<file path="src/rtl/alu8_pkg.sv">
package alu8_pkg;

  localparam int FLAG_N = 8;
  localparam int FLG_C = 0;
  localparam int FLG_Z = 1;
  localparam int FLG_N = 2;
  localparam int FLG_V = 3;
  localparam int FLG_S = 4;
  localparam int FLG_H = 5;
  localparam int FLG_T = 6;
  localparam int FLG_I = 7;

  localparam int OP_W = 5;

  typedef enum logic [OP_W-1:0] {
    OP_ADD  = 5'd0,
    OP_ADC  = 5'd1,
    OP_SUB  = 5'd2,
    OP_SBC  = 5'd3,
    OP_CP   = 5'd4,
    OP_CPC  = 5'd5,
    OP_AND  = 5'd6,
    OP_OR   = 5'd7,
    OP_XOR  = 5'd8,
    OP_COM  = 5'd9,
    OP_NEG  = 5'd10,
    OP_INC  = 5'd11,
    OP_DEC  = 5'd12,
    OP_LSR  = 5'd13,
    OP_ROR  = 5'd14,
    OP_ROL  = 5'd15,
    OP_ASR  = 5'd16,
    OP_SWAP = 5'd17,
    OP_FSET = 5'd18,
    OP_FCLR = 5'd19
  } alu_op_e;

endpackage

</file>
<file path="src/rtl/alu8_addsub.sv">
module alu8_addsub #(
  parameter int W = 8
) (
  input  logic [W-1:0] x,
  input  logic [W-1:0] y,
  input  logic         cin,
  input  logic         is_sub,
  output logic [W-1:0] res,
  output logic         c_out,
  output logic         h_out,
  output logic         v_out
);
  localparam int HB = W / 2;

  function automatic logic [W:0] full_sum(input logic [W-1:0] p, input logic [W-1:0] q,
                                          input logic ci);
    return {1'b0, p} + {1'b0, q} + {{W{1'b0}}, ci};
  endfunction

  function automatic logic [HB:0] half_sum(input logic [HB-1:0] p, input logic [HB-1:0] q,
                                           input logic ci);
    return {1'b0, p} + {1'b0, q} + {{HB{1'b0}}, ci};
  endfunction

  function automatic logic sgn_ovf(input logic p_msb, input logic q_msb, input logic r_msb);
    return (p_msb == q_msb) && (r_msb != p_msb);
  endfunction

  logic [W-1:0]  y_eff;
  logic          c_eff;
  logic [W:0]    sum_w;
  logic [HB:0]   sum_h;

  assign y_eff = is_sub ? ~y : y;
  assign c_eff = is_sub ? ~cin : cin;
  assign sum_w = full_sum(x, y_eff, c_eff);
  assign sum_h = half_sum(x[HB-1:0], y_eff[HB-1:0], c_eff);

  assign res   = sum_w[W-1:0];
  assign c_out = is_sub ? ~sum_w[W] : sum_w[W];
  assign h_out = is_sub ? ~sum_h[HB] : sum_h[HB];
  assign v_out = sgn_ovf(x[W-1], y_eff[W-1], sum_w[W-1]);

endmodule

</file>
<file path="src/rtl/alu8_bitops.sv">
module alu8_bitops
  import alu8_pkg::*;
#(
  parameter int W = 8
) (
  input  alu_op_e      op,
  input  logic [W-1:0] a,
  input  logic [W-1:0] b,
  input  logic         cin,
  output logic [W-1:0] res,
  output logic         c_out,
  output logic         v_out
);
  localparam int HB = W / 2;

  function automatic logic [W-1:0] nib_swap(input logic [W-1:0] v);
    return {v[HB-1:0], v[W-1:HB]};
  endfunction

  function automatic logic [W-1:0] shr_fill(input logic [W-1:0] v, input logic fill);
    return {fill, v[W-1:1]};
  endfunction

  function automatic logic [W-1:0] shl_fill(input logic [W-1:0] v, input logic fill);
    return {v[W-2:0], fill};
  endfunction

  always_comb begin
    res   = a;
    c_out = cin;
    v_out = 1'b0;
    unique case (op)
      OP_AND:  res = a & b;
      OP_OR:   res = a | b;
      OP_XOR:  res = a ^ b;
      OP_COM: begin
        res   = ~a;
        c_out = 1'b1;
      end
      OP_INC: begin
        res   = a + 1'b1;
        v_out = (a == {1'b0, {(W-1){1'b1}}});
      end
      OP_DEC: begin
        res   = a - 1'b1;
        v_out = (a == {1'b1, {(W-1){1'b0}}});
      end
      OP_LSR: begin
        res   = shr_fill(a, 1'b0);
        c_out = a[0];
      end
      OP_ROR: begin
        res   = shr_fill(a, cin);
        c_out = a[0];
      end
      OP_ROL: begin
        res   = shl_fill(a, cin);
        c_out = a[W-1];
      end
      OP_ASR: begin
        res   = shr_fill(a, a[W-1]);
        c_out = a[0];
      end
      OP_SWAP: res = nib_swap(a);
      default: ;
    endcase
  end

endmodule

</file>
<file path="src/rtl/alu8_status_unit.sv">
module alu8_status_unit
  import alu8_pkg::*;
#(
  parameter int W     = 8,
  parameter int SEL_W = $clog2(alu8_pkg::FLAG_N)
) (
  input  logic                clk,
  input  logic                rst_n,
  input  logic                op_en,
  input  logic [OP_W-1:0]     op_sel,
  input  logic [W-1:0]        opnd_a,
  input  logic [W-1:0]        opnd_b,
  input  logic [SEL_W-1:0]    bit_sel,
  output logic [W-1:0]        result,
  output logic                result_we,
  output logic [FLAG_N-1:0]   status_next,
  output logic [FLAG_N-1:0]   status_q
);

  alu_op_e op;
  assign op = alu_op_e'(op_sel);

  // arithmetic path operand steering
  logic          arith_sub;
  logic          arith_cin;
  logic [W-1:0]  arith_x;
  logic [W-1:0]  arith_y;
  logic [W-1:0]  arith_res;
  logic          arith_c;
  logic          arith_h;
  logic          arith_v;

  always_comb begin
    arith_x   = opnd_a;
    arith_y   = opnd_b;
    arith_sub = 1'b1;
    arith_cin = 1'b0;
    unique case (op)
      OP_ADD: arith_sub = 1'b0;
      OP_ADC: begin
        arith_sub = 1'b0;
        arith_cin = status_q[FLG_C];
      end
      OP_SBC, OP_CPC: arith_cin = status_q[FLG_C];
      OP_NEG: begin
        arith_x = '0;
        arith_y = opnd_a;
      end
      default: ;
    endcase
  end

  alu8_addsub #(.W(W)) u_addsub (
    .x      (arith_x),
    .y      (arith_y),
    .cin    (arith_cin),
    .is_sub (arith_sub),
    .res    (arith_res),
    .c_out  (arith_c),
    .h_out  (arith_h),
    .v_out  (arith_v)
  );

  logic [W-1:0]  bit_res;
  logic          bit_c;
  logic          bit_v;

  alu8_bitops #(.W(W)) u_bitops (
    .op    (op),
    .a     (opnd_a),
    .b     (opnd_b),
    .cin   (status_q[FLG_C]),
    .res   (bit_res),
    .c_out (bit_c),
    .v_out (bit_v)
  );

  // named events for the checker
  logic                is_arith;
  logic                is_cmp;
  logic                is_shift;
  logic                is_flagop;
  logic                upd_nz;
  logic                sticky_z;
  logic                wr_ok;
  logic [W-1:0]        res_sel;
  logic                res_zero;
  logic [FLAG_N-1:0]   calc;

  always_comb begin
    is_arith  = 1'b0;
    is_cmp    = 1'b0;
    is_shift  = 1'b0;
    is_flagop = 1'b0;
    upd_nz    = 1'b0;
    sticky_z  = 1'b0;
    wr_ok     = 1'b0;
    unique case (op)
      OP_ADD, OP_ADC, OP_SUB, OP_SBC, OP_NEG: begin
        is_arith = 1'b1;
        upd_nz   = 1'b1;
        wr_ok    = 1'b1;
        sticky_z = (op == OP_SBC);
      end
      OP_CP, OP_CPC: begin
        is_arith = 1'b1;
        is_cmp   = 1'b1;
        upd_nz   = 1'b1;
        sticky_z = (op == OP_CPC);
      end
      OP_AND, OP_OR, OP_XOR, OP_COM, OP_INC, OP_DEC: begin
        upd_nz = 1'b1;
        wr_ok  = 1'b1;
      end
      OP_LSR, OP_ROR, OP_ROL, OP_ASR: begin
        is_shift = 1'b1;
        upd_nz   = 1'b1;
        wr_ok    = 1'b1;
      end
      OP_SWAP: wr_ok = 1'b1;
      OP_FSET, OP_FCLR: is_flagop = 1'b1;
      default: ;
    endcase
  end

  assign res_sel  = is_arith ? arith_res : bit_res;
  assign res_zero = (res_sel == '0);

  always_comb begin
    calc = status_q;
    if (is_arith) begin
      calc[FLG_C] = arith_c;
      calc[FLG_H] = arith_h;
      calc[FLG_V] = arith_v;
    end else if (is_shift) begin
      calc[FLG_C] = bit_c;
      calc[FLG_V] = res_sel[W-1] ^ bit_c;
    end else if (upd_nz) begin
      calc[FLG_C] = bit_c;
      calc[FLG_V] = bit_v;
    end
    if (upd_nz) begin
      calc[FLG_N] = res_sel[W-1];
      calc[FLG_Z] = sticky_z ? (res_zero & status_q[FLG_Z]) : res_zero;
      calc[FLG_S] = calc[FLG_N] ^ calc[FLG_V];
    end
    if (is_flagop)
      calc[bit_sel] = (op == OP_FSET);
  end

  assign result      = res_sel;
  assign result_we   = op_en & wr_ok;
  assign status_next = op_en ? calc : status_q;

  always_ff @(posedge clk or negedge rst_n) begin
    if (!rst_n)
      status_q <= '0;
    else if (op_en)
      status_q <= status_next;
  end

endmodule

</file>
<file path="config.mk">
export PLATFORM = sky130hd
export DESIGN_NAME = alu8_status_unit
export DESIGN_NICKNAME = d
export VERILOG_FILES = /design/src/rtl/alu8_pkg.sv /design/src/rtl/alu8_addsub.sv /design/src/rtl/alu8_bitops.sv /design/src/rtl/alu8_status_unit.sv
export SDC_FILE = /design/constraint.sdc
export NUM_CORES = 1
export LEC_CHECK = 0
export BUFFER_PORTS_ARGS = -buffer_cell sky130_fd_sc_hd__buf_2
export CORE_ASPECT_RATIO = 0.75
export CORE_UTILIZATION = 47
export DETAILED_ROUTE_END_ITERATION = 8
export GPL_ROUTABILITY_DRIVEN = 0
export GPL_TIMING_DRIVEN = 0
export PLACE_DENSITY = 0.7
export SLEW_MARGIN = 10
export SYNTH_ARGS = -nofsm -noshare
export SYNTH_HDL_FRONTEND = slang
export SYNTH_SLANG_ARGS = --single-unit
</file>
<file path="constraint.sdc">
create_clock -name clk -period 18.9 [get_ports clk]
set_clock_uncertainty 0.15 [all_clocks]
set_input_delay 4.725 -clock clk [delete_from_list [all_inputs] [get_ports clk]]
set_output_delay 4.725 -clock clk [all_outputs]
set_load 0.05 [all_outputs]
</file>
== Yosys cells after proc, flatten, opt, wreduce, memory -nomap -nowiden ==
Index checks and enable logic that the tools add are counted.

* Reductions and logical operators: 14
* Equality and inequality tests: 23
* Add/subtract/negate cells: 6
* Muxes and demuxes: 32
* Bitwise gates (word level): 12
* Order comparisons: 2

{| class="wikitable"
|+ Operator list
! kind !! count
|-
| one-hot mux 8 bit (11 select lines) || 1
|-
| 2-to-1 mux 8 bit || 6
|-
| == test 5 x 4 -> 1 bit (second input constant) || 8
|-
| == test 5 x 3 -> 1 bit (second input constant) || 4
|-
| == test 5 bit (second input constant) || 4
|-
| 2-to-1 mux 1 bit || 19
|-
| OR reduction 17 bit || 1
|-
| NOT 8 bit || 2
|-
| OR reduction 16 bit || 1
|-
| == test 5 x 2 -> 1 bit (second input constant) || 2
|-
| adder 8 x 8 -> 9 bit || 1
|-
| adder 9 x 1 -> 9 bit || 1
|-
| adder 8 x 1 -> 8 bit (second input constant) || 1
|-
| bitwise AND 8 bit || 1
|-
| bitwise mux 8 bit || 1
|-
| == test 8 x 7 -> 1 bit (second input constant) || 1
|-
| == test 8 bit (second input constant) || 1
|-
| logical NOT 8 bit || 1
|-
| bitwise OR 8 bit || 1
|-
| subtractor 8 x 1 -> 8 bit (second input constant) || 1
|-
| XOR 8 bit || 1
|-
| OR reduction 7 bit || 1
|-
| OR reduction 2 bit || 3
|-
| OR reduction 3 bit || 2
|-
| other kinds (18) || 24
|}

* Bits of input ports: 27
* Logic and storage cells: 90
* Output and inout bits: 25
* Bits in registers: 8

== Longest topological paths before layout ==
* Depth after elaboration: 15
* Depth in mapped cells: 17
* Gate-level depth less buffers: 15

== Cells and area by module ==
Synthesis repeated with hierarchy kept, for this count alone.

* Cell total of the unflattened synthesis: 362
* Area, all modules: 2832.7 µm²

{| class="wikitable"
|+ Modules (own cells, without submodules)
! module !! instances !! cells each !! sequential area each (µm²) !! area an instance (µm²)
|-
| alu8_bitops || 1 || 174 || 0.0 || 1305.0
|-
| alu8_status_unit || 1 || 138 || 200.2 || 1101.1
|-
| alu8_addsub || 1 || 50 || 0.0 || 426.7
|}

== Least setup slack after synthesis ==
OpenSTA, ideal clock, no wires.

* Path type: input -> output
* Start: in op_sel[1]
* End: out status_next[4]
* Stages on the path: 16
* Setup slack: 3533 ps
* Arrival: 10492 ps
* Buffers on the path: 5
* Required time: 14025 ps
* Cells stage by stage: buf_6 buf_2 buf_1 nor4bb_1 clkbuf_1 clkbuf_1 o21ai_0 xnor2_1 ha_1 or3_1 o21ai_0 a31oi_1 xnor2_1 a221oi_1 a31oi_1 a211oi_1

* Longest elaborated chain between the ends: 15
* Elaborated cells between the ends (all ways): 56
* Classes of those cells: add/sub (2); eq/ne (21); mux (20); bitwise (4); reduce/logical (9)

{| class="wikitable"
|+ Ends and longest elaborated chain
! element !! line !! RTL
|-
| start: declaration || alu8_status_unit.sv:10 || <nowiki>input logic [OP_W-1:0] op_sel,</nowiki>
|-
| == test 5 x 4 -> 1 bit (tied with other cells) || alu8_status_unit.sv:38, alu8_status_unit.sv:98 ||
|-
| 2-to-1 mux 8 bit / OR reduction 3 bit (equally long branches) || n/a ||
|-
| NOT 8 bit / 2-to-1 mux 1 bit (equally long branches) || alu8_addsub.sv:34, alu8_status_unit.sv:38 ||
|-
| 2-to-1 mux 8 bit / NOT 1 bit (equally long branches) || alu8_addsub.sv:34, alu8_addsub.sv:35 ||
|-
| adder 8 x 8 -> 9 bit / 2-to-1 mux 1 bit (equally long branches) || alu8_addsub.sv:17, alu8_addsub.sv:35 ||
|-
| adder 9 x 1 -> 9 bit || alu8_addsub.sv:17 || <nowiki>return {1'b0, p} + {1'b0, q} + {{W{1'b0}}, ci};</nowiki>
|-
| 2-to-1 mux 8 bit * || alu8_status_unit.sv:126 || <nowiki>assign res_sel = is_arith ? arith_res : bit_res;</nowiki>
|-
| net result[7] || alu8_status_unit.sv:14 || <nowiki>output logic [W-1:0] result,</nowiki>
|-
| XOR 1 bit || alu8_status_unit.sv:137 || <nowiki>calc[FLG_V] = res_sel[W-1] ^ bit_c;</nowiki>
|-
| 2-to-1 mux 1 bit || alu8_status_unit.sv:135 || <nowiki>end else if (is_shift) begin</nowiki>
|-
| 2-to-1 mux 1 bit || alu8_status_unit.sv:131 || <nowiki>if (is_arith) begin</nowiki>
|-
| XOR 1 bit * || alu8_status_unit.sv:145 || <nowiki>calc[FLG_S] = calc[FLG_N] ^ calc[FLG_V];</nowiki>
|-
| 2-to-1 mux 1 bit * || alu8_status_unit.sv:142 || <nowiki>if (upd_nz) begin</nowiki>
|-
| bitwise mux 8 bit || alu8_status_unit.sv:148 || <nowiki>calc[bit_sel] = (op == OP_FSET);</nowiki>
|-
| 2-to-1 mux 8 bit * || alu8_status_unit.sv:147 || <nowiki>if (is_flagop)</nowiki>
|-
| 2-to-1 mux 8 bit * || alu8_status_unit.sv:153 || <nowiki>assign status_next = op_en ? calc : status_q;</nowiki>
|-
| end: declaration || alu8_status_unit.sv:16 || <nowiki>output logic [FLAG_N-1:0] status_next,</nowiki>
|}

Mark *: on every way through the listed nets, which the timed path passes. The rest lies on a longest branch.

== Worst setup path in the final report ==
* Start: in op_sel[1]
* End: out status_next[1]

* Longest elaborated chain between the ends: 14
* Elaborated cells between the ends (all ways): 49
* Classes of those cells: add/sub (2); eq/ne (19); mux (16); bitwise (3); reduce/logical (9)

{| class="wikitable"
|+ Ends and longest elaborated chain
! element !! line !! RTL
|-
| == test 5 x 4 -> 1 bit (tied with other cells) || alu8_status_unit.sv:38, alu8_status_unit.sv:98 ||
|-
| 2-to-1 mux 8 bit / OR reduction 3 bit (equally long branches) || n/a ||
|-
| NOT 8 bit / 2-to-1 mux 1 bit (equally long branches) || alu8_addsub.sv:34, alu8_status_unit.sv:38 ||
|-
| 2-to-1 mux 8 bit / NOT 1 bit (equally long branches) || alu8_addsub.sv:34, alu8_addsub.sv:35 ||
|-
| adder 8 x 8 -> 9 bit / 2-to-1 mux 1 bit (equally long branches) || alu8_addsub.sv:17, alu8_addsub.sv:35 ||
|-
| adder 9 x 1 -> 9 bit || alu8_addsub.sv:17 ||
|-
| 2-to-1 mux 8 bit || alu8_status_unit.sv:126 ||
|-
| logical NOT 8 bit || alu8_status_unit.sv:127 || <nowiki>assign res_zero = (res_sel == '0);</nowiki>
|-
| bitwise AND 1 bit || alu8_status_unit.sv:144 || <nowiki>calc[FLG_Z] = sticky_z ? (res_zero & status_q[FLG_Z]) : res_zero;</nowiki>
|-
| 2-to-1 mux 1 bit || alu8_status_unit.sv:144 ||
|-
| 2-to-1 mux 2 bit || alu8_status_unit.sv:142 ||
|-
| bitwise mux 8 bit || alu8_status_unit.sv:148 ||
|-
| 2-to-1 mux 8 bit * || alu8_status_unit.sv:147 ||
|-
| 2-to-1 mux 8 bit * || alu8_status_unit.sv:153 ||
|}

Every way passes the cells marked *; elsewhere a longest branch is shown, timed or not.

==> out/qor.txt <==
Worst-skew pair later-pin latency - 0.23 ns
HP Start - status_q[7]
Leak - 1.311 nW
Setup WS pre-CTS - 4.303 ns
Largest regs - status_q: 8 flops
Post-Synthesis Cells - 360
Worst VDD drop - 0.03056 mV
Post-CTS Setup Repair Bufs - 0
Crit Path Class - in2out
Worst Setup SP - op_sel[1]
Switching Fraction - 56.29%
CTS resizes - 0
Async SR Flop Fraction - 100.0%
Initial antenna violation count - 0
CP max stage delay - 0.54 ns
Slowest cell on the critical path - clkbuf_1
Achievable Freq - 68.17 MHz
Max reg flops - 8
CTS tree - built
Dpl cells - 484
Layout cells sized above 1 - 17.96%
Worst Setup End Kind - output port
Number of DRC markers in iteration 0 - 334
RSZ-0062 raised after global routing - false
Seq pwr share - 14.2%
FILL cells - 549
Largest fanout on the critical path - 10
Vias - 3067
Synthesized Nets - 419
Tcrit/Tclk final - 77.62%
Core area - 0.005381 mm^2
Worst Setup EP - status_next[1]
Hold path cells - 2
Area of all sequential standard cells - 200.2 um^2
Longest Clk Path Bufs - 2
First-pass GRT wire length - 13.90 mm
Int Pwr - 0.07012 mW
H-tree levels - 1
Post-synth EDFFs - 0
List of most frequent post-synthesis cells - ha_1, nor2_1, a21oi_1
Pin count of the biggest net entering global routing - 11
Number of buffers added on ports - 49
Starting density of the core - 49.27%
Reg2Reg Setup Slack - 14.83 ns
R2R cell count - 15
Final WS setup - 4.230 ns
Site row count - 23
Status - finished clean
Syn Area/Cell - 7.365 um^2
Drt first pass iters - 6
Cell taking the most area after synthesis - ha_1
Slew @ Worst Pin - 1.015 ns
Fin nets - 473
Seq/Total Area, Yosys - 7.551%
Synth Cell Area - 0.002651 mm^2
Area delta synth->final - 14.35%
Largest register by flop count - status_q
Logic gate share of total power - 72.9%
Total congestion overflow - 0
FF-to-FF Start - status_q[0]
Post-route DRC violation count - 0
Die width - 88.73 um
Antenna diode count - 0
Worst EP arrival - 9.79 ns
Req. time, crit path - 14.03 ns
Hold slack final - 0.3858 ns
Final hold viol count - 0
Design Area, Final - 0.003032 mm^2
Pwr Total - 0.1604 mW
Multi-input gate area - 0.002276 mm^2
Seq cells post-synth - 8
Post-cts hold buffer count - 0
Clk root buf - clkbuf_8
Final Critical Period - 14.67 ns
Vias in the first global route - 2679
Netlist cell types - 66
Max_cap viols - 0
Startpoint Class - primary input
Switching power - 0.09031 mW
Post-route insts no fill - 487
Sum Neg Setup Slack - 0 ns
Synth top area cells - ha_1, dfrtp_1, a21oi_1, xnor2_1, nor2_1
Total Wirelength - 8.557 mm
IO Pins - 52
Post-synth top flop - dfrtp_1
Setup violations, final - 0
Core Util, Final - 56.34%
Final ANT Viol Nets - 0
Vias/cell - 6.298
Clock input transition at the sequential cells of the worst setup and hold paths - 0.04 ns
Total clock buffers created by CTS - 3
Clock sinks - 8
Vert. Die Dim - 67.05 um
Worst min-delay path class - reg2reg
CP cell instances - buf_6 -> buf_2 -> buf_1 -> nor4bb_1 -> clkbuf_1 -> clkbuf_1 -> nand2b_1 -> fa_1 -> inv_1 -> fa_1 -> a31o_2 -> xor2_1 -> o22ai_1 -> a21oi_1 -> or4_1 -> or4_1 -> a311oi_1 -> buf_2
Tot GR Track Use - 30.96%
WL/cell - 17.57 um
Power density cells - 52.92 mW/mm^2
Post-synth top area share - 13.69%
Cell Area, Placed - 0.002990 mm^2
Clock network power share - 12.9%
Fin. max-slew vios - 0
Hpwl dp - 6.728 mm
Ys Warns - 0
Reg2reg end - status_q[1]
Die area - 0.005949 mm^2
Slew headroom - 32.35%
==> cells in the final DEF, fill, tap and decap left out, types with 3 or more instances in the layout <==
cell,n
nand3b_1,3
or3_1,3
xnor2_1,14
o22ai_1,9
o21bai_1,3
clkbuf_8,3
clkbuf_1,13
xor2_1,11
nor3_1,8
dfrtp_1,8
a21oi_1,27
buf_2,54
buf_1,4
ha_1,29
nor2_1,29
o211ai_1,4
a211oi_1,4
nand2_1,24
a221oi_1,6
a311oi_1,3
fa_1,3
inv_1,18
o21ai_0,14
nand3_1,12
o31ai_1,5
a21boi_0,4
a222oi_1,3
a31oi_1,7
nor4_1,3
and2_0,3
nand2b_1,10
mux2i_1,7
a31o_2,4
nor2b_1,7
a22oi_1,3
a21o_1,8
==> logic make-up (layout without fill, tap and decap cells) <==
group,Yosys count,count (layout),synth area share [%]
compound gates,122,122,33.18
xor+xnor,25,25,8.259
fa+ha+maj,32,32,15.95
buf+inv,42,94,6.607
flops,8,8,7.551
mux,7,7,2.643
simple gates,124,124,25.81
==> per-layer routing <==
metal,GRT usage [%],vias up,part of all wire [%]
met5,0,-,0
met4,0.8065,0,0.84
met3,6.568,8,11
met2,46.44,192,41
met1,46.84,1410,47
li1,-,1457,-
==> critical path, delay by kind of cell <==
| kind | cells | cell delay [ns] |
|---|---|---|
| buffers and inverters | 7 | 2.01 |
| AND/OR/NAND/NOR | 4 | 1.41 |
| AO/OA/AOI/OAI | 4 | 0.85 |
| adder cells (fa/ha/maj) | 2 | 0.63 |
| XOR/XNOR | 1 | 0.15 |
==> final cells by class <==
class                      count  area share (%)
buffer                        24           3.549
tap                           75           3.095
inverter                      18           2.229
timing repair buffer          49           8.089
multi-input combinational    310           75.07
clock buffer                   3           1.362
sequential                     8           6.603
==> worst min path at each step <==
stage,to,slack (ns)
after CTS,status_q[6],0.39
final,status_q[7],0.39
after global placement,status_q[6],0.37
after floorplan,status_q[0],0.46
after global routing,status_q[2],0.42
after detailed placement,status_q[2],0.38
==> power groups by stage <==
stage	combinational (mW)	clock, mW	sequential (mW)
2_1_floorplan	0.0775	0	0.0319
3_3_place_gp	0.114	0	0.0229
3_5_place_dp	0.115	0	0.0230
4_1_cts	0.116	0.0213	0.0228
5_1_grt	0.126	0.0227	0.0232
6_report	0.117	0.0207	0.0228
(Power assumes the default switching activity.)
